`src/rtl/csp_pkg.sv`:
```
package csp_pkg;
  localparam int WORD_W = 16;
  localparam int LEN_W  = $clog2(WORD_W);
  localparam int MIN_LEN_M1 = 3;

  typedef logic [WORD_W-1:0] word_t;
  typedef logic [LEN_W-1:0]  len_t;

  // shortest supported word is MIN_LEN_M1+1 bits
  function automatic len_t eff_len(input len_t wl_m1);
    return (wl_m1 < len_t'(MIN_LEN_M1)) ? len_t'(MIN_LEN_M1) : wl_m1;
  endfunction

  // move the received bits to the top, zeros below
  function automatic word_t align_rx(input word_t sr, input len_t wl_m1);
    len_t sh;
    sh = len_t'(WORD_W - 1) - wl_m1;
    return sr << sh;
  endfunction
endpackage

```
`src/rtl/csp_bitclk.sv`:
```
module csp_bitclk #(
  parameter int DIV_W = 8
) (
  input  logic             clk,
  input  logic             rst,
  input  logic             en,
  input  logic             master,
  input  logic [DIV_W-1:0] div,
  input  logic             sck_i,
  input  logic             fs_i,
  input  logic             sdi_i,
  output logic             sck_o,
  output logic             rise_evt,
  output logic             fall_evt,
  output logic             fs_ext,
  output logic             sdi_ext
);
  logic [DIV_W-1:0] cnt_q;
  logic             sck_q, m_rise_q, m_fall_q;
  logic [2:0]       ck_sync;
  logic [1:0]       fs_sync, di_sync;
  logic             s_rise, s_fall;

  // generated clock: toggle every div+1 cycles
  always_ff @(posedge clk) begin
    if (rst || !en || !master) begin
      cnt_q    <= '0;
      sck_q    <= 1'b0;
      m_rise_q <= 1'b0;
      m_fall_q <= 1'b0;
    end else begin
      m_rise_q <= 1'b0;
      m_fall_q <= 1'b0;
      if (cnt_q == div) begin
        cnt_q    <= '0;
        sck_q    <= ~sck_q;
        m_rise_q <= ~sck_q;
        m_fall_q <= sck_q;
      end else begin
        cnt_q <= cnt_q + 1'b1;
      end
    end
  end

  // external clock, sync and data share the same two-stage delay
  always_ff @(posedge clk) begin
    if (rst) begin
      ck_sync <= '0;
      fs_sync <= '0;
      di_sync <= '0;
    end else begin
      ck_sync <= {ck_sync[1:0], sck_i};
      fs_sync <= {fs_sync[0], fs_i};
      di_sync <= {di_sync[0], sdi_i};
    end
  end

  assign s_rise   = ck_sync[1] & ~ck_sync[2];
  assign s_fall   = ~ck_sync[1] & ck_sync[2];
  assign rise_evt = en & (master ? m_rise_q : s_rise);
  assign fall_evt = en & (master ? m_fall_q : s_fall);
  assign fs_ext   = fs_sync[1];
  assign sdi_ext  = di_sync[1];
  assign sck_o    = sck_q;

  p_edge_excl_r2: assert property (@(posedge clk) disable iff (rst)
    !(rise_evt && fall_evt));
endmodule

```
`src/rtl/csp_frame.sv`:
```
module csp_frame
  import csp_pkg::*;
#(
  parameter int NSLOT  = 16,
  parameter int SLOT_W = $clog2(NSLOT)
) (
  input  logic              clk,
  input  logic              rst,
  input  logic              en,
  input  logic              rise,
  input  logic              fall,
  input  logic              fs_master,
  input  logic              fs_ext,
  input  len_t              wl_m1,
  input  logic [SLOT_W-1:0] last_slot,
  input  logic [NSLOT-1:0]  slot_en,
  output logic              fs_o,
  output logic              active_o,
  output logic              active_n_o,
  output logic              load_o,
  output logic              done_o
);
  logic              run_q, run_n;
  logic [SLOT_W-1:0] slot_q, slot_n;
  len_t              bit_q, bit_n, wl;
  logic              fs_q, fs_seen_q;
  logic              cur_en, nxt_en, frame_end_n;

  assign wl = eff_len(wl_m1);

  // position of the bit that starts at this falling edge
  always_comb begin
    run_n  = run_q;
    slot_n = slot_q;
    bit_n  = bit_q;
    if (fs_seen_q) begin
      run_n  = 1'b1;
      slot_n = '0;
      bit_n  = '0;
    end else if (run_q) begin
      if (bit_q >= wl) begin
        bit_n = '0;
        if (slot_q >= last_slot) run_n = 1'b0;
        else                     slot_n = slot_q + 1'b1;
      end else begin
        bit_n = bit_q + 1'b1;
      end
    end
  end

  assign frame_end_n = run_n && (slot_n >= last_slot) && (bit_n >= wl);
  assign cur_en      = run_q & slot_en[slot_q];
  assign nxt_en      = run_n & slot_en[slot_n];

  assign done_o     = fall & cur_en & (bit_q >= wl);
  assign load_o     = fall & nxt_en & (bit_n == '0);
  assign active_o   = cur_en;
  assign active_n_o = nxt_en;
  assign fs_o       = fs_q;

  always_ff @(posedge clk) begin
    if (rst || !en) begin
      run_q     <= 1'b0;
      slot_q    <= '0;
      bit_q     <= '0;
      fs_q      <= 1'b0;
      fs_seen_q <= 1'b0;
    end else begin
      if (rise) fs_seen_q <= fs_master ? fs_q : fs_ext;
      if (fall) begin
        run_q  <= run_n;
        slot_q <= slot_n;
        bit_q  <= bit_n;
        fs_q   <= !run_n || frame_end_n;
      end
    end
  end

  p_fs_start_r3: assert property (@(posedge clk) disable iff (rst || !en)
    (fall && fs_seen_q) |=> (run_q && slot_q == '0 && bit_q == '0));
endmodule

```
`src/rtl/csp_buffer.sv`:
```
module csp_buffer
  import csp_pkg::*;
#(
  parameter int PTR_W  = 2,
  parameter int ADDR_W = PTR_W + 1
) (
  input  logic              clk,
  input  logic              rst,
  input  logic              en,
  input  logic              done,
  input  word_t             rx_word,
  output word_t             tx_word,
  input  logic              reg_wr,
  input  logic              reg_rd,
  input  logic [ADDR_W-1:0] reg_addr,
  input  word_t             reg_wdata,
  output word_t             reg_rdata,
  output logic              buf_full,
  output logic              rx_ovf
);
  localparam int DEPTH = 1 << PTR_W;

  word_t            shadow [2*DEPTH];
  word_t            cpu_tx [DEPTH];
  word_t            cpu_rx [DEPTH];
  logic [PTR_W-1:0] ptr_q, ptr_nx, idx;
  logic             grp_end, pend_q, rd_last, pend_live;

  assign idx     = reg_addr[PTR_W-1:0];
  assign grp_end = done && (ptr_q == PTR_W'(DEPTH-1));
  assign ptr_nx  = done ? ptr_q + 1'b1 : ptr_q;
  // at a wrap the shadow is being refilled; forward the new word 0
  assign tx_word = grp_end ? cpu_tx[0] : shadow[{1'b1, ptr_nx}];
  assign rd_last = reg_rd && !reg_addr[PTR_W] && (idx == PTR_W'(DEPTH-1));
  assign pend_live = pend_q && !rd_last;

  // shadow words: receive half at {0,ptr}, transmit half at {1,ptr}
  always_ff @(posedge clk) begin
    if (!en) begin
      for (int i = 0; i < DEPTH; i++) shadow[DEPTH+i] <= cpu_tx[i];
    end else if (done) begin
      shadow[{1'b0, ptr_q}] <= rx_word;
      if (grp_end)
        for (int i = 0; i < DEPTH; i++) shadow[DEPTH+i] <= cpu_tx[i];
    end
  end

  always_ff @(posedge clk) begin
    if (rst) begin
      for (int i = 0; i < DEPTH; i++) begin
        cpu_tx[i] <= '0;
        cpu_rx[i] <= '0;
      end
      ptr_q     <= '0;
      pend_q    <= 1'b0;
      rx_ovf    <= 1'b0;
      buf_full  <= 1'b0;
      reg_rdata <= '0;
    end else begin
      buf_full <= 1'b0;
      if (reg_wr && reg_addr[PTR_W]) cpu_tx[idx] <= reg_wdata;
      if (reg_rd) reg_rdata <= reg_addr[PTR_W] ? cpu_tx[idx] : cpu_rx[idx];
      if (!en) begin
        ptr_q  <= '0;
        pend_q <= 1'b0;
        rx_ovf <= 1'b0;
      end else begin
        ptr_q <= ptr_nx;
        if (rd_last) pend_q <= 1'b0;
        if (grp_end) begin
          for (int i = 0; i < DEPTH; i++)
            cpu_rx[i] <= (i == DEPTH-1) ? rx_word : shadow[i];
          pend_q   <= 1'b1;
          buf_full <= 1'b1;
          if (pend_live) rx_ovf <= 1'b1;
        end
      end
    end
  end

  p_group_wrap_r7: assert property (@(posedge clk) disable iff (rst)
    buf_full |-> (ptr_q == '0));
  p_ovf_hold_r9: assert property (@(posedge clk) disable iff (rst || !en)
    rx_ovf |=> rx_ovf);
endmodule

```
`src/rtl/codec_serial_port.sv`:
```
module codec_serial_port
  import csp_pkg::*;
#(
  parameter int DIV_W  = 8,
  parameter int NSLOT  = 16,
  parameter int PTR_W  = 2,
  parameter int SLOT_W = $clog2(NSLOT),
  parameter int ADDR_W = PTR_W + 1
) (
  input  logic              clk,
  input  logic              rst,
  input  logic              en,
  input  logic              cfg_clk_master,
  input  logic              cfg_fs_master,
  input  logic              cfg_idle_low,
  input  logic [DIV_W-1:0]  cfg_div,
  input  logic [LEN_W-1:0]  cfg_word_len,
  input  logic [SLOT_W-1:0] cfg_last_slot,
  input  logic [NSLOT-1:0]  cfg_slot_en,
  input  logic              reg_wr,
  input  logic              reg_rd,
  input  logic [ADDR_W-1:0] reg_addr,
  input  logic [WORD_W-1:0] reg_wdata,
  output logic [WORD_W-1:0] reg_rdata,
  output logic              buf_full,
  output logic              rx_ovf,
  input  logic              sck_i,
  output logic              sck_o,
  output logic              sck_oe,
  input  logic              fs_i,
  output logic              fs_o,
  output logic              fs_oe,
  input  logic              sdi_i,
  output logic              sdo_o,
  output logic              sdo_oe
);
  logic  rise, fall, fs_ext, sdi_ext, sdi_s;
  logic  active, active_n, load, done;
  word_t sr_q, tx_word, rx_word;

  csp_bitclk #(.DIV_W(DIV_W)) u_clk (
    .clk(clk), .rst(rst), .en(en), .master(cfg_clk_master), .div(cfg_div),
    .sck_i(sck_i), .fs_i(fs_i), .sdi_i(sdi_i), .sck_o(sck_o),
    .rise_evt(rise), .fall_evt(fall), .fs_ext(fs_ext), .sdi_ext(sdi_ext)
  );

  csp_frame #(.NSLOT(NSLOT), .SLOT_W(SLOT_W)) u_frame (
    .clk(clk), .rst(rst), .en(en), .rise(rise), .fall(fall),
    .fs_master(cfg_fs_master), .fs_ext(fs_ext), .wl_m1(cfg_word_len),
    .last_slot(cfg_last_slot), .slot_en(cfg_slot_en), .fs_o(fs_o),
    .active_o(active), .active_n_o(active_n), .load_o(load), .done_o(done)
  );

  csp_buffer #(.PTR_W(PTR_W), .ADDR_W(ADDR_W)) u_buf (
    .clk(clk), .rst(rst), .en(en), .done(done), .rx_word(rx_word),
    .tx_word(tx_word), .reg_wr(reg_wr), .reg_rd(reg_rd), .reg_addr(reg_addr),
    .reg_wdata(reg_wdata), .reg_rdata(reg_rdata), .buf_full(buf_full),
    .rx_ovf(rx_ovf)
  );

  assign sdi_s   = cfg_clk_master ? sdi_i : sdi_ext;
  assign rx_word = align_rx(sr_q, eff_len(cfg_word_len));

  always_ff @(posedge clk) begin
    if (rst) begin
      sck_oe <= 1'b0;
      fs_oe  <= 1'b0;
    end else begin
      sck_oe <= en & cfg_clk_master;
      fs_oe  <= en & cfg_fs_master;
    end
  end

  // one shift register: out of bit 15 on fall, in at bit 0 on rise
  always_ff @(posedge clk) begin
    if (rst || !en) begin
      sr_q   <= '0;
      sdo_o  <= 1'b0;
      sdo_oe <= 1'b0;
    end else begin
      if (rise && active) sr_q <= {sr_q[WORD_W-2:0], sdi_s};
      if (fall) begin
        if (load) sr_q <= tx_word;
        sdo_o  <= load ? tx_word[WORD_W-1] : (active_n ? sr_q[WORD_W-1] : 1'b0);
        sdo_oe <= active_n | cfg_idle_low;
      end
    end
  end

  p_idle_low_r6: assert property (@(posedge clk) disable iff (rst)
    (sdo_oe && !active) |-> !sdo_o);
endmodule

```
`config.mk`:
```
export PLATFORM = sky130hd
export DESIGN_NAME = codec_serial_port
export DESIGN_NICKNAME = d
export VERILOG_FILES = /design/src/rtl/csp_pkg.sv /design/src/rtl/csp_bitclk.sv /design/src/rtl/csp_frame.sv /design/src/rtl/csp_buffer.sv /design/src/rtl/codec_serial_port.sv
export SDC_FILE = /design/constraint.sdc
export NUM_CORES = 1
export LEC_CHECK = 0
export BUFFER_PORTS_ARGS = -buffer_cell sky130_fd_sc_hd__clkbuf_2
export CORE_MARGIN = 10
export CORE_UTILIZATION = 60
export DETAILED_ROUTE_END_ITERATION = 10
export MAX_ROUTING_LAYER = met4
export PLACE_DENSITY = 0.84
export SYNTH_ARGS = -nofsm -noshare
export SYNTH_HDL_FRONTEND = slang
export SYNTH_SLANG_ARGS = --single-unit
```
`constraint.sdc`:
```
create_clock -name clk -period 10.25 [get_ports clk]
set_clock_uncertainty 0.15 [all_clocks]
set_input_delay 2.05 -clock clk [delete_from_list [all_inputs] [get_ports clk]]
set_output_delay 2.05 -clock clk [all_outputs]
set_load 0.1 [all_outputs]
```
# Word-level counts from Yosys, hierarchy flattened
# Memory sizes are Yosys's and may differ from the RTL's.
# Cells that the tools add are included.
# word_totals
n_memories	3
latchBits	0
ram_bits	256
out_inout_bits	24
regBits	70
mem_bits_ro	0
# mem_list
memory	depth	word_bits	rd	rd_ports_with_merged_regs	wr	line_no	text
u_buf.shadow	8	16	4	0	5	csp_buffer.sv:23	word_t shadow [2*DEPTH];
u_buf.cpu_rx	4	16	1	0	4	csp_buffer.sv:25	word_t cpu_rx [DEPTH];
u_buf.cpu_tx	4	16	5	0	4	csp_buffer.sv:24	word_t cpu_tx [DEPTH];
# classes
reduce_logical	23
n_bitwise	26
shift	1
n_div	0
addsub	5
n_mul	0
order_cmp	7
muxes	57
eq_ne	3
# op_table
op	count
$mux 16	14
$mux 4	8
$mux 1	31
$ge 4x4->1	4
$reduce_or 16->1	1
$shl 16x4->16	1
$and 1x1->1	12
$lt 4x5->1 const B	2
$or 1x1->1	9
$add 4x1->4 const B	2
$add 8x1->8 const B	1
$bmux 1 s4	2
$eq 8x8->1	1
$logic_and 1x1->1	8
$reduce_or 2->1	3
$logic_not 1->1	5
$not 1->1	5
$eq 2x2->1 const B	2
$logic_not 4->1	1
$lt 4x2->1 const B	1
$mux 2	2
$sub 4x4->4 const A	1
$logic_or 1x1->1	3
$add 2x1->2 const B	1
other kinds (2)	2

# Longest topological paths before layout
# Gate-level depths: netlist of the first run.
# depth
ltp_word	13
depth_mapped	19

# Modules after synthesis
# From an unflattened synthesis of the first run, not the netlist that was laid out.
# hier_totals
hier_cells	1203
area_unflattened_um2	14765.4
# by_module_without_submodules
module	area_each_um2	cells_each	seq_area_each_um2	n_inst
csp_buffer	10745.3	719	7627.3	1
codec_serial_port	1690.4	215	400.4	1
csp_frame	1596.5	197	220.2	1
csp_bitclk	733.2	72	360.3	1

# Worst setup path before layout of the first run
# OpenSTA, ideal clock, no wires.
# synth_timing
path_type	input port to flip-flop
from	input port cfg_word_len[3]
to	memory u_buf.cpu_rx[0][0] in the netlist's numbering (enable)
path_slack_ns	3.624
arrival_ns	6.043
required_time_ns	9.668
n_path_buf	6
path_stages	15
cell_sequence	clkbuf_1 nor2_1 or2_2 buf_2 buf_1 ha_1 nor2b_1 o21ai_2 and3_4 buf_2 and3_1 buf_6 nand2_1 clkbuf_1 nand2b_1
# synth_lines
element	line_no	text
start, declared	codec_serial_port.sv:17	input logic [LEN_W-1:0] cfg_word_len,
end, declared	csp_buffer.sv:25	

# Worst setup path after layout of the first run
# layout_timing
from	input port cfg_word_len[2]
to	register sr_q[9]
# layout_between
elab_chain_cells	13
word_cells_on_any_way	25
classes_between	order compare (2); mux (16); bitwise (4); reduce/logical (2); memory (1)
# layout_lines
element	line_no	text
$lt 4x2->1	csp_pkg.sv:11	return (wl_m1 < len_t'(MIN_LEN_M1)) ? len_t'(MIN_LEN_M1) : wl_m1;
$mux 4 (*)	csp_pkg.sv:11	
$ge 4x4->1 (*)	csp_frame.sv:41, csp_frame.sv:55	
$mux 4	csp_frame.sv:41	if (bit_q >= wl) begin
$mux 4	csp_frame.sv:40	end else if (run_q) begin
$mux 4	csp_frame.sv:36	if (fs_seen_q) begin
$bmux 1 s4	csp_frame.sv:53	assign nxt_en = run_n & slot_en[slot_n];
$mux 1 (not written as such)	csp_frame.sv:53	
$and 1x1->1	csp_frame.sv:53	
$and 1x1->1 (2 in a row)	csp_frame.sv:56	assign load_o = fall & nxt_en & (bit_n == '0);
$mux 16 (*)	codec_serial_port.sv:83	if (load) sr_q <= tx_word;
$mux 16 (*)	codec_serial_port.sv:82	if (fall) begin
end signal, assigned	codec_serial_port.sv:81	if (rise && active) sr_q <= {sr_q[WORD_W-2:0], sdi_s};
end signal, assigned	codec_serial_port.sv:83	
end, declared	codec_serial_port.sv:39	word_t sr_q, tx_word, rx_word;
# Every way passes the cells marked *; elsewhere a longest branch is shown, timed or not. The select of a mux whose other input is x is not followed.
# A chain may end at the register's enable or synchronous reset.

==> key figures, run 1 <==
Status
  – Status: complete, no violations

Routing
  – Detail Route Antenna Nets: 0
  – Vias: 9418
  – Via/cell ratio: 6.14
  – DR iter-0 viols: 997
  – DR pass1 iterations: 5
  – Post-route DRC: 0
  – Final wirelength: 33900 um
  – WL/cell: 22.1 um

Timing
  – Fin. Hold Viols: 0
  – Max frequency: 170 MHz
  – Setup TNS: 0 ns
  – Actual slew at the worst max-slew pin: 1.18 ns
  – RSZ-0062 raised after global routing: no
  – Final setup viols: 0
  – Minimum clock period: 5.90 ns
  – Period utilisation layout: 57.5%
  – Max Slew Vio Count: 0
  – Slew Limit Headroom: 20.8%

Critical path
  – Critical Path Source Type: primary input
  – Slowest stage delay, CP: 0.79 ns
  – CP Data Required Time: 10.58 ns
  – Most frequent CP cell: nor2_1
  – Crit path arrival time: 6.23 ns
  – Kind of critical path: primary input to flip-flop
  – Crit path cell chain: clkbuf_2, nor2_1, or2_2, ha_1, nor2b_1, o21ai_2, nand3_1, nor2_1, a21oi_1, o211a_1, a2111oi_1, or3_1, mux2i_1
  – Worst setup EP type: flip-flop
  – Slowest cell on the critical path: or3_1
  – Family with the most delay on the worst path: simple AND/OR/NAND/NOR gates
  – Crit path buf inv count: 1
  – Crit-path max FO: 20

Floorplan
  – Initial Utilization: 61.2%
  – DIE HEIGHT: 175 um
  – Core Region: 0.0235 mm^2
  – Io pins: 86
  – Die Wd: 175 um
  – Die Area: 0.0305 mm^2
  – Row cnt: 56

Synthesis
  – Async SR Flop Fraction: 0%
  – EDFF count, synth: 240
  – Synthesized area per cell: 12.7 um^2
  – Synthesized flop and latch total: 310
  – Top_reg_cell synth: edfxtp_1
  – Syn nets: 1213
  – Mapped Cells: 1128
  – Syn Std Cell Area: 0.0144 mm^2
  – Seq/Total Area, Yosys: 60.0%
  – Syn. warnings: 0
  – Cell variety after synth: 67

Power
  – Clk pwr share: 41.7%
  – Power Total: 2.79 mW
  – P_sw: 635 uW
  – PwrDens: 174 mW/mm^2
  – Net Sw Frac: 22.7%
  – Combinational fraction of design power: 7.1%
  – LEAKAGE: 6.03 nW
  – Internal: 2.16 mW
  – Sequential power share: 51.2%
  – VDD IR max: 0.179 mV

Clock tree
  – Worst-skew pair later-pin latency: 0.56 ns
  – Clock Path Buffers: 3
  – Total clock buffers created by CTS: 31
  – Num Clock Sinks: 310
  – CTS tree: done
  – CTS clock-pin slew for the worst setup and hold paths: 0.06 ns
  – Resize count post-CTS: 0
  – CTS root buf: clkbuf_16
  – Post-CTS setup buffer count: 0
  – H-tree depth: 1
  – Post-CTS Hold Buffers: 0

Global routing
  – Pin count of the biggest net entering global routing: 65
  – GR Util All Layers: 22.4%
  – Vias in the first global route: 9402
  – Met2 Use GR: 37.0%
  – Met1 Use GR: 28.3%
  – Overflow after GRT: 0
  – First-pass GRT wire length: 53200 um
  – Grt peak-use layer: met2
  – Initial antenna violation count: 0
  – Met3 Use GR: 3.32%

Finish
  – Most common cell after layout, fill and taps aside: edfxtp_1
  – End-of-flow core utilization: 68.4%
  – Syn-to-layout area delta: 11.9%
  – Most frequent cells in the layout: edfxtp_1, and2_1, nand2_1
  – Nets: 1276
  – Layout cells sized above 1: 18.7%
  – Antenna Cells: 0
  – Fill count: 1631

Job
  – Max Cap Viol: 0

Min path
  – Type of the worst min-delay path: flip-flop to flip-flop

Place
  – Routability cong.: 0.919
  – Port Buffers: 85
  – Hpwl dp: 21500 um
[cell usage after synthesis, drive strengths merged (10+ instances only)]
cell | count | share of area, %
nand3 | 40 | 1.4
a211oi | 21 | 1.1
nor2 | 76 | 2.0
mux2i | 72 | 5.0
nor2b | 12 | 0.52
and2 | 130 | 5.7
buf | 23 | 0.87
o22ai | 10 | 0.44
o2111ai | 15 | 0.92
xnor2 | 11 | 0.67
inv | 20 | 0.52
edfxtp | 240 | 50
clkbuf | 44 | 1.2
o21ai | 10 | 0.37
dfxtp | 70 | 9.8
mux4 | 36 | 5.6
nand2 | 116 | 3.0
a21oi | 34 | 1.2
ha | 23 | 2.0
mux2 | 22 | 1.8
and3 | 11 | 0.51
[registers in the layout, indices dropped and copies added (netlist names), 2 cells and up]
register	count
u_buf.ptr_q	2
u_frame.slot_q	4
u_clk.di_sync	2
u_buf.shadow	112
u_frame.bit_q	4
u_buf.cpu_tx	64
u_buf.reg_rdata	16
u_clk.ck_sync	3
u_buf.cpu_rx	64
u_clk.cnt_q	8
sr_q	16
u_clk.fs_sync	2
[path summary, 6_finish.rpt]
check	start	slack, ns	endpoint	cells after the start
max	cfg_word_len[2]	4.35	sr_q[9]	13
min	u_clk.ck_sync[0]	0.29	u_clk.ck_sync[1]	1
max reg2reg	u_frame.slot_q[0]	5.71	sr_q[9]	11
min reg2reg	u_clk.ck_sync[0]	0.29	u_clk.ck_sync[1]	1
[metrics by stage]
| stage | area (um^2) | worst slack (ns) | hold slack (ns) | std cells |
|---|---|---|---|---|
| 2_1_floorplan | 14400 | 3.62 | 0.264 | 1128 |
| 3_3_place_gp | 15000 | 4.04 | 0.268 | 1477 |
| 3_5_place_dp | 15000 | 3.88 | 0.275 | 1477 |
| 4_1_cts | 16100 | 4.46 | 0.289 | 1535 |
| 5_1_grt | 16100 | 4.11 | 0.307 | 1535 |
| 6_report | 16100 | 4.35 | 0.293 | 1535 |
[routing by layer]
layer,vias to the layer above,part of all wire [%],routed length [um]
met2,431,50,16800
met1,4627,40,13700
li1,4287,-,-
met5,-,0,0
met4,0,2.8,949
met3,73,7.3,2480
[area by class of cell]
class                           count  area, um^2  area share [%]
Clock buffer                       46         903            5.63
Clock inverter                     12         159           0.989
Multi-Input combinational cell    731        5400            33.6
Timing Repair Buffer               97         515            3.21
Tap cell                          319         399            2.49
Inverter                           20        75.1           0.467
Sequential cell                   310        8610            53.6
[logic make-up (layout without fill, tap and decap cells)]
kind of cell,after synthesis,after routing,share of synthesized area (%)
xor gates and xnor gates,20,20,1.22
DFF,310,310,60.0
and+or+nand+nor,427,427,15.2
buffers and inverters,87,175,2.55
adders and majority gates,23,23,2.00
muxes,130,130,12.4
AOI/OAI and AO/OA,131,131,6.58
[power by group through the flow]
stage | registers (mW) | logic [mW] | clock network, mW
global placement | 1.45 | 0.194 | 0
detailed placement | 1.46 | 0.198 | 0
global route | 1.43 | 0.212 | 1.23
floorplan | 1.49 | 0.0970 | 0
finish | 1.43 | 0.200 | 1.16
CTS | 1.43 | 0.200 | 1.18
Note: power is estimated with default switching activity, not from simulation.
==> run 2: changes to the inputs <==
clock period = 5.7 ns   (was 10.25 ns; I/O delays follow)
==> run 2 against run 1 <==
Compared with the run above:
- non-clock buffer count up 7
- sequential share of layout area down 0.34 points
- clock power up 84%
- via count down 0.92%
- routed wire length up 0.69%
- global-route usage up 0.25 points
- setup slack worse by 3.4 ns
- count of clock-buffer cells in the layout up 4
- sequential power up 80%
- power up 81%
- register-to-register slack worse by 4.2 ns
- critical path depth up 1
- critical path type unchanged
- largest power group unchanged
==> key figures, run 2 (same netlist as run 1, synthesis figures left out) <==
Status
  – Status: complete, no violations (unchanged)

Critical path
  – Worst setup EP type: flip-flop (unchanged)
  – Setup crit start: cfg_word_len[2] (unchanged)
  – CP Data Required Time: 5.99 ns (was 10.58 ns)
  – Worst reg2reg path depth: 12 (was 11)
  – R2R Path End: sr_q[6] (was sr_q[9])
  – Worst R2R Start: u_frame.slot_q[0] (unchanged)
  – Crit path arrival time: 5.00 ns (was 6.23 ns)
  – Crit-path max FO: 20 (unchanged)
  – Kind of critical path: primary input to flip-flop (unchanged)
  – Critical Path Source Type: primary input (unchanged)
  – Flop2flop setup slack: 1.47 ns (was 5.71 ns)

Floorplan
  – Io pins: 86 (unchanged)
  – Die Wd: 175 um (unchanged)
  – Die Area: 0.0305 mm^2 (unchanged)
  – Row cnt: 56 (unchanged)
  – DIE HEIGHT: 175 um (unchanged)
  – Core Region: 0.0235 mm^2 (unchanged)
  – Initial Utilization: 61.2% (unchanged)

Place
  – Port Buffers: 85 (unchanged)
  – Pre-CTS setup slack: 0.558 ns (was 3.88 ns)
  – Routability cong.: 0.957 (was 0.919)
  – Hpwl dp: 22800 um (was 21500 um)
  – Dpl cell area: 0.0151 mm^2 (was 0.0150 mm^2)
  – Placed insts: 1484 (was 1477)

Clock tree
  – Clock Path Buffers: 3 (unchanged)
  – Total clock buffers created by CTS: 34 (was 31)
  – Num Clock Sinks: 310 (unchanged)
  – H-tree depth: 2 (was 1)
  – CTS clock-pin slew for the worst setup and hold paths: 0.06 ns (about the same)
  – Worst-skew pair later-pin latency: 0.52 ns (was 0.56 ns)
  – Resize count post-CTS: 0 (unchanged)
  – CTS root buf: clkbuf_16 (unchanged)
  – CTS tree: done (unchanged)
  – Post-CTS setup buffer count: 0 (unchanged)
  – Post-CTS Hold Buffers: 0 (unchanged)

Timing
  – Actual slew at the worst max-slew pin: 1.24 ns (was 1.18 ns)
  – Max frequency: 212 MHz
  – Slew Limit Headroom: 17.0% (was 20.8%)
  – Final setup viols: 0 (unchanged)
  – Fin. Hold Viols: 0 (unchanged)
  – Setup TNS: 0 ns (unchanged)
  – Minimum clock period: 4.71 ns
  – RSZ-0062 raised after global routing: no (unchanged)
  – Setup slack after layout: 0.990 ns (was 4.35 ns)
  – Period utilisation layout: 82.6%
  – Max Slew Vio Count: 0 (unchanged)

Min path
  – Hold Crit Depth: 1 (unchanged)
  – Type of the worst min-delay path: flip-flop to flip-flop (unchanged)
  – Worst hold endpoint: u_clk.ck_sync[1] (unchanged)
  – HP Start: u_clk.ck_sync[0] (unchanged)

Routing
  – Final wirelength: 34200 um (was 33900 um)
  – WL/cell: 22.1 um (about the same)
  – Detail Route Antenna Nets: 0 (unchanged)
  – Via/cell ratio: 6.04 (was 6.14)
  – DR iter-0 viols: 788 (was 997)
  – Post-route DRC: 0 (unchanged)
  – DR pass1 iterations: 5 (unchanged)
  – Vias: 9331 (was 9418)

Global routing
  – Grt peak-use layer: met2 (unchanged)
  – Vias in the first global route: 9368 (was 9402)
  – Pin count of the biggest net entering global routing: 65 (unchanged)
  – Met3 Use GR: 3.45% (was 3.32%)
  – Overflow after GRT: 0 (unchanged)
  – First-pass GRT wire length: 53200 um (about the same)
  – Met2 Use GR: 37.1% (was 37.0%)
  – GR Util All Layers: 22.7% (was 22.4%)
  – Initial antenna violation count: 0 (unchanged)
  – Met1 Use GR: 28.2% (was 28.3%)

Finish
  – Most common cell after layout, fill and taps aside: edfxtp_1 (unchanged)
  – Most flops, register: u_buf.shadow (unchanged)
  – Max FFs per register: 112 (unchanged)
  – Final Cell Area: 0.0162 mm^2 (was 0.0161 mm^2)
  – Fin cells: 1545 (was 1535)
  – End-of-flow core utilization: 68.9% (was 68.4%)
  – Biggest regs: u_buf.shadow x112, u_buf.cpu_rx x64, u_buf.cpu_tx x64 (unchanged)
  – Fill count: 1616 (was 1631)
  – Layout cells sized above 1: 19.0% (was 18.7%)
  – Nets: 1286 (was 1276)
  – Antenna Cells: 0 (unchanged)
  – Syn-to-layout area delta: 12.6% (was 11.9%)
  – Most frequent cells in the layout: edfxtp_1, and2_1, nand2_1 (unchanged)

Power
  – VDD IR max: 0.337 mV (was 0.179 mV)
  – LEAKAGE: 6.09 nW (was 6.03 nW)
  – PwrDens: 314 mW/mm^2 (was 174 mW/mm^2)

Job
  – Max Cap Viol: 0 (unchanged)
[run 2: metal layers]
layer,wire length [um],part of all wire [%],up-vias
met5,0,0,-
met2,17000,50,418
met1,13800,40,4534
li1,-,-,4303
met3,2310,6.8,76
met4,1080,3.2,0
[run 2: how the worst max path moves through the flow]
stage	end	slack [ns]
after floorplan	u_buf.cpu_rx[0][0]	-0.02
after global placement	sr_q[6]	0.70
after detailed placement	sr_q[6]	0.56
after CTS	sr_q[6]	1.09
after global routing	sr_q[7]	0.76
final	sr_q[6]	0.99
[run 2: area by class of cell]
cell class / count / area [um^2] / area share, %
Inverter: 20 / 75.1 / 0.464
Clock inverter: 11 / 151 / 0.937
Multi-Input combinational cell: 731 / 5400 / 33.4
Sequential cell: 310 / 8610 / 53.3
Timing Repair Buffer: 104 / 593 / 3.67
Clock buffer: 50 / 941 / 5.82
Tap cell: 319 / 399 / 2.47
[run 2: worst max-delay path, cell delays in order]
cell and delay (ns):
clkbuf_2 0.23, nor2_1 0.07, or2_2 0.51, ha_1 0.38, nor2b_1 0.07, o21ai_2 0.16
nand3_1 0.38, nor2_1 0.40, a21oi_1 0.12, o211a_1 0.22, a2111oi_1 0.59, or3_1 0.19
buf_4 0.27, mux2i_1 0.24
[run 2: power breakdown]
part | switching, mW | internal, mW | leakage [nW]
clock | 0.879 | 1.26 | 0.525
sequential | 0.0423 | 2.53 | 2.82
combinational | 0.244 | 0.117 | 2.74
total | 1.17 | 3.90 | 6.09
[run 2: metrics by stage]
step	power (mW)	hold slack [ns]
finish	5.07	0.289
CTS	5.10	0.293
floorplan	2.85	0.264
detailed placement	2.98	0.273
global placement	2.96	0.266
global route	5.22	0.305
